File: config.mk
export PLATFORM = sky130hd
export DESIGN_NAME = dwt53_stage
export DESIGN_NICKNAME = d
export VERILOG_FILES = /design/src/rtl/dwt53_pkg.sv /design/src/rtl/dwt53_ctrl.sv /design/src/rtl/dwt53_predict.sv /design/src/rtl/dwt53_update.sv /design/src/rtl/dwt53_stage.sv
export SDC_FILE = /design/constraint.sdc
export NUM_CORES = 1
export LEC_CHECK = 0
export BUFFER_PORTS_ARGS = -buffer_cell sky130_fd_sc_hd__buf_2
export CAP_MARGIN = 20
export CORE_UTILIZATION = 55
export CTS_BUF_LIST = sky130_fd_sc_hd__clkbuf_2 sky130_fd_sc_hd__clkbuf_4 sky130_fd_sc_hd__clkbuf_8
export CTS_CLUSTER_SIZE = 12
export DETAILED_ROUTE_END_ITERATION = 8
export PLACE_DENSITY_LB_ADDON = 0.15
export SYNTH_ARGS = -nofsm -noshare
export SYNTH_HDL_FRONTEND = slang
export SYNTH_SLANG_ARGS = --single-unit
File: constraint.sdc
create_clock -name clk -period 1.17 [get_ports clk]
set_input_delay 0.1755 -clock clk [delete_from_list [all_inputs] [get_ports clk]]
set_output_delay 0.1755 -clock clk [all_outputs]
set_load 0.005 [all_outputs]
File: src/rtl/dwt53_pkg.sv
package dwt53_pkg;

  typedef enum logic {
    PH_EVEN = 1'b0,
    PH_ODD  = 1'b1
  } phase_e;

  // Per-sample steering decided by the phase controller
  typedef struct packed {
    logic load_even;   // capture the sample as the held even value
    logic load_odd;    // capture the sample as the held odd value
    logic emit;        // a coefficient pair completes on this sample
    logic right_live;  // right even neighbour is the current sample
    logic first;       // no left detail yet in this line
  } ctl_t;

endpackage

File: src/rtl/dwt53_ctrl.sv
module dwt53_ctrl
  import dwt53_pkg::*;
(
  input  logic clk,
  input  logic rst_n,
  input  logic smp_en,
  input  logic smp_last,
  output ctl_t ctl
);

  phase_e phase_q, phase_d;
  logic   pend_q,  pend_d;
  logic   first_q, first_d;

  // Next state, assuming a sample is accepted this cycle
  always_comb begin
    ctl       = '0;
    ctl.first = first_q;
    phase_d   = phase_q;
    pend_d    = pend_q;
    first_d   = first_q;
    if (phase_q == PH_EVEN) begin
      ctl.load_even  = 1'b1;
      ctl.emit       = pend_q;
      ctl.right_live = 1'b1;
      phase_d        = PH_ODD;
      pend_d         = 1'b0;
      if (pend_q) first_d = 1'b0;
    end else begin
      ctl.load_odd   = ~smp_last;
      ctl.emit       = smp_last;
      ctl.right_live = 1'b0;
      phase_d        = PH_EVEN;
      pend_d         = ~smp_last;
      if (smp_last) first_d = 1'b1;
    end
  end

  always_ff @(posedge clk or negedge rst_n) begin
    if (!rst_n) begin
      phase_q <= PH_EVEN;
      pend_q  <= 1'b0;
      first_q <= 1'b1;
    end else if (smp_en) begin
      phase_q <= phase_d;
      pend_q  <= pend_d;
      first_q <= first_d;
    end
  end

endmodule

File: src/rtl/dwt53_predict.sv
module dwt53_predict #(
  parameter int PIX_W  = 8,
  parameter int COEF_W = PIX_W + 2
) (
  input  logic        [PIX_W-1:0]  even_l,
  input  logic        [PIX_W-1:0]  even_r,
  input  logic        [PIX_W-1:0]  odd,
  output logic signed [COEF_W-1:0] detail
);

  localparam int EXT_W = COEF_W - PIX_W;

  logic signed [COEF_W-1:0] sum_e;
  logic signed [COEF_W-1:0] half_e;

  always_comb begin
    sum_e  = $signed({{EXT_W{1'b0}}, even_l}) + $signed({{EXT_W{1'b0}}, even_r});
    half_e = sum_e >>> 1;
    detail = $signed({{EXT_W{1'b0}}, odd}) - half_e;
  end

endmodule

File: src/rtl/dwt53_update.sv
module dwt53_update #(
  parameter int PIX_W  = 8,
  parameter int COEF_W = PIX_W + 2
) (
  input  logic        [PIX_W-1:0]  even,
  input  logic signed [COEF_W-1:0] d_l,
  input  logic signed [COEF_W-1:0] d_r,
  output logic signed [COEF_W-1:0] approx
);

  localparam int EXT_W = COEF_W - PIX_W;
  localparam int ACC_W = COEF_W + 1;

  logic signed [ACC_W-1:0]  acc;
  logic signed [COEF_W-1:0] qtr;

  always_comb begin
    acc    = $signed({d_l[COEF_W-1], d_l}) + $signed({d_r[COEF_W-1], d_r})
           + $signed(ACC_W'(2));
    qtr    = COEF_W'(acc >>> 2);
    approx = $signed({{EXT_W{1'b0}}, even}) + qtr;
  end

endmodule

File: src/rtl/dwt53_stage.sv
module dwt53_stage
  import dwt53_pkg::*;
#(
  parameter int PIX_W  = 8,
  parameter int COEF_W = PIX_W + 2
) (
  input  logic                     clk,
  input  logic                     rst_n,
  input  logic                     in_valid,
  input  logic        [PIX_W-1:0]  in_pix,
  input  logic                     in_last,
  output logic                     out_valid,
  output logic signed [COEF_W-1:0] out_lo,
  output logic signed [COEF_W-1:0] out_hi
);

  localparam int SYNC_W = 2;

  // Reset: asserted asynchronously, released on the clock
  logic [SYNC_W-1:0] rst_pipe;
  logic              rst_sync_n;

  always_ff @(posedge clk or negedge rst_n) begin
    if (!rst_n) rst_pipe <= '0;
    else        rst_pipe <= {rst_pipe[SYNC_W-2:0], 1'b1};
  end
  assign rst_sync_n = rst_pipe[SYNC_W-1];

  ctl_t ctl;

  dwt53_ctrl u_ctrl (
    .clk      (clk),
    .rst_n    (rst_sync_n),
    .smp_en   (in_valid),
    .smp_last (in_last),
    .ctl      (ctl)
  );

  logic        [PIX_W-1:0]  even_q, odd_q;
  logic signed [COEF_W-1:0] dprev_q;
  logic        [PIX_W-1:0]  odd_op, right_op;
  logic signed [COEF_W-1:0] d_now, d_left, s_now;
  logic                     even_en, odd_en, pair_en;

  always_comb begin
    odd_op   = ctl.right_live ? odd_q  : in_pix;
    right_op = ctl.right_live ? in_pix : even_q;   // symmetric extension at line end
    even_en  = in_valid & ctl.load_even;
    odd_en   = in_valid & ctl.load_odd;
    pair_en  = in_valid & ctl.emit;
  end

  dwt53_predict #(.PIX_W(PIX_W), .COEF_W(COEF_W)) u_predict (
    .even_l (even_q),
    .even_r (right_op),
    .odd    (odd_op),
    .detail (d_now)
  );

  assign d_left = ctl.first ? d_now : dprev_q;      // symmetric extension at line start

  dwt53_update #(.PIX_W(PIX_W), .COEF_W(COEF_W)) u_update (
    .even   (even_q),
    .d_l    (d_left),
    .d_r    (d_now),
    .approx (s_now)
  );

  always_ff @(posedge clk or negedge rst_sync_n) begin
    if (!rst_sync_n) begin
      even_q  <= '0;
      odd_q   <= '0;
      dprev_q <= '0;
    end else begin
      if (even_en) even_q  <= in_pix;
      if (odd_en)  odd_q   <= in_pix;
      if (pair_en) dprev_q <= d_now;
    end
  end

  always_ff @(posedge clk or negedge rst_sync_n) begin
    if (!rst_sync_n) begin
      out_valid <= 1'b0;
      out_lo    <= '0;
      out_hi    <= '0;
    end else begin
      out_valid <= pair_en;
      if (pair_en) begin
        out_lo <= s_now;
        out_hi <= d_now;
      end
    end
  end

endmodule

==> results.yml <==
status:
  status: "complete, but fails checks"
  violations: "setup timing"
clock_network:
  insertion_delay_ns: 0.31
  cts-htree-levels: 2
  clk_pin_slew_worst_paths_ns: 0.08
  cts_root_buffer: "clkbuf_8"
  clockBufferDepth: 2
  cts_tree: "built"
  cts_buffers: 5
  clkSinkCount: 41
logic_synthesis:
  synthesis.nets: 367
  synth_top_family_by_area: "adder cells"
  ys_ff_latch: 41
  synth_cell_types: 46
  seq_area_frac_synth_pct: 32.9
  synthSimpleGateAreaFrac_pct: 10.2
  synth-edff-count: 0
  ys_warn_count: 0
  synth_fa_ha_area_share_pct: 18.2
  synthFlopType: "dfrtp_1"
  synth_area_um2: 3130
  yosysMostFrequentCell: "dfrtp_1"
  yosys.area.top_type: "dfrtp_1"
  synth_top_area_share_pct: 32.0
  synth_compound_area_share_pct: 15.8
  netlist_top_cells_area: "dfrtp_1, ha_1, mux2_2"
  yosys-top-cells-count: "dfrtp_1, ha_1, mux2_2"
  synthMuxAreaShare_pct: 13.9
  synth_xor_area_share_pct: 6.16
  syn_area_per_cell_um2: 10.0
  netlist_instances: 312
  synth-async-reset-ratio_pct: 100
timing:
  final.min_clock_period_ns: 5.45
  setup_ws_ns: -4.28
  rsz0062_at_grt: "true"
  slew_viol_final: 0
  setup_viol: 39
  post-route-period-util_pct: 466
  finalHoldViolCount: 0
  max_freq_mhz: 183
  fin_skew_ns: 0.0139
  final.setup.tns_ns: -61.01
floorplan:
  die-height_um: 77.4
  dieArea_um2: 5990
  io_pins: 33
  core_area_um2: 5510
  fp.dieW_um: 77.4
  initial_core_util_pct: 56.8
  rows: 27
critical_path:
  path_max_fanout: 7
  reg2regPathDepth: 25
  required_ns: 1.37
  rr_startpoint: "u_ctrl.phase_q"
  path_class: "register to register"
  cp-start-kind: "register"
  critPathLaunch: "u_ctrl.phase_q"
  critPathArrivalTime_ns: 5.65
  endpoint_kind: "register"
layout:
  fillers: 182
  syn_to_final_growth_pct: 63.3
  num_antenna_cells: 0
  drive_above_1_share_pct: 61.9
  finalNetCount: 518
  regArea_um2: 1030
  multi_input_area_um2: 2660
  final_util_pct: 92.8
routing:
  avgViaCountPerCell: 6.31
  drcViolationCount: 0
  drtAntennaViolNets: 0
  first_iter_violations: 283
  first_pass_iters: 5
  wire_per_inst_um: 23.5
  wirelength_um: 12600
  vias: 3384
global_routing:
  grt_max_degree: 40
  antenna_found_initial: 0
  track_usage_pct: 35.1
  grt_pass1_vias: 3462
  grt_pass1_wl_um: 16200
  overflow: 0
placement:
  place_congestion: 0.858
  io_buffer_count: 32
  dpl.hpwl_um: 6000
hold_path:
  min_path_cells: 2
  hold_start: "in_valid"
  min-delay-path-class: "primary input to register"
job:
  maxCapViolations: 0
through the flow:
step                      setup WS [ns]  cells  instance area [um^2]  hold WS [ns]
after floorplan                   -3.86    312                  3430        -0.120
after global placement            -3.93    508                  4370       -0.0409
after detailed placement          -4.06    508                  4370       -0.0389
after CTS                         -3.88    531                  4810         0.133
after global routing              -4.46    536                  5110         0.162
final                             -4.28    536                  5110         0.156
final timing paths:
kind	endpoint	slack, ns
max in group asynchronous	u_ctrl.first_q	0.70
min	u_ctrl.phase_q	0.16
max reg2reg	out_lo[8]	-4.28
max	out_lo[8]	-4.28
min reg2reg	even_q[0]	0.22
min in group asynchronous	rst_pipe[1]	0.18
final cells by class:
| cell class | instances | share of cell area [%] |
|---|---|---|
| inverter | 12 | 0.931 |
| timing repair buffer | 152 | 22.6 |
| clock buffer | 7 | 1.76 |
| clock inverter | 1 | 0.588 |
| multi-input combinational | 251 | 52.2 |
| sequential | 41 | 20.2 |
| tap | 72 | 1.76 |
worst max-delay path, cell delays in order, from the launching register on:
cell	delay (ns)
dfrtp_2	0.48
mux2_4	0.34
fa_2	0.37
a21o_1	0.18
a21oi_2	0.19
xnor2_1	0.14
ha_1	0.31
a21oi_2	0.17
nor2b_1	0.07
a21o_1	0.19
nor2_2	0.13
xnor2_2	0.09
mux2_4	0.29
ha_4	0.29
ha_4	0.20
a21o_1	0.22
a31oi_2	0.23
xnor2_1	0.15
ha_1	0.38
buf_6	0.12
nand3_2	0.07
o22ai_2	0.18
nor3_1	0.07
o21bai_1	0.19
xor2_1	0.18
o21ai_1	0.07
flip-flops by register name, indices dropped and copies added, names as in the netlist:
name            count
out_lo             10
out_valid           1
u_ctrl.first_q      1
rst_pipe            2
u_ctrl.phase_q      1
out_hi              9
odd_q               8
u_ctrl.pend_q       1
even_q              8
cell usage in the layout (no fill, tap or decap), drive strengths merged, types with 2 or more instances in the layout:
cell type  count
o21ai         21
nand3          3
inv           12
a21o           7
nor2b          3
o41ai          4
nand2         35
xor2          13
mux2          36
o31ai          3
nand2b         3
clkbuf         7
and3           2
a211oi         5
dfrtp         40
a21oi         16
o21bai         3
buf          151
fa             4
a31oi          3
o22ai          2
mux2i          3
xnor2          9
o21a           2
ha            39
nor2          19
nor3           4
cells by family (layout without fill, tap and decap cells):
kind of cell | Yosys count | in the layout
DFF | 41 | 41
xor gates and xnor gates | 22 | 22
buffers and inverters | 20 | 172
AOI/OAI and AO/OA | 73 | 73
muxes | 39 | 39
adders and majority gates | 43 | 43
and+or+nand+nor | 73 | 73
other | 1 | 1
per-layer routing:
layer	vias to the layer above	global-route usage [%]	part of all wire, %	wire length (um)
li1	1416	-	-	-
met1	1651	37.8	36	4500
met2	223	63.7	49	6160
met3	94	7.06	7.0	883
met4	0	19.2	8.4	1060
met5	-	0	0	0
repair_timing:
action,in CTS,in global routing
hold buffers,1,0
resized for setup,42,49
pin swaps,38,36
hold endpoints to repair,2,0
setup endpoints to repair,38,40
setup buffers,14,7
Power is not shown: default switching activity piles up to over one toggle a cycle in this logic, so the estimate is an artifact.
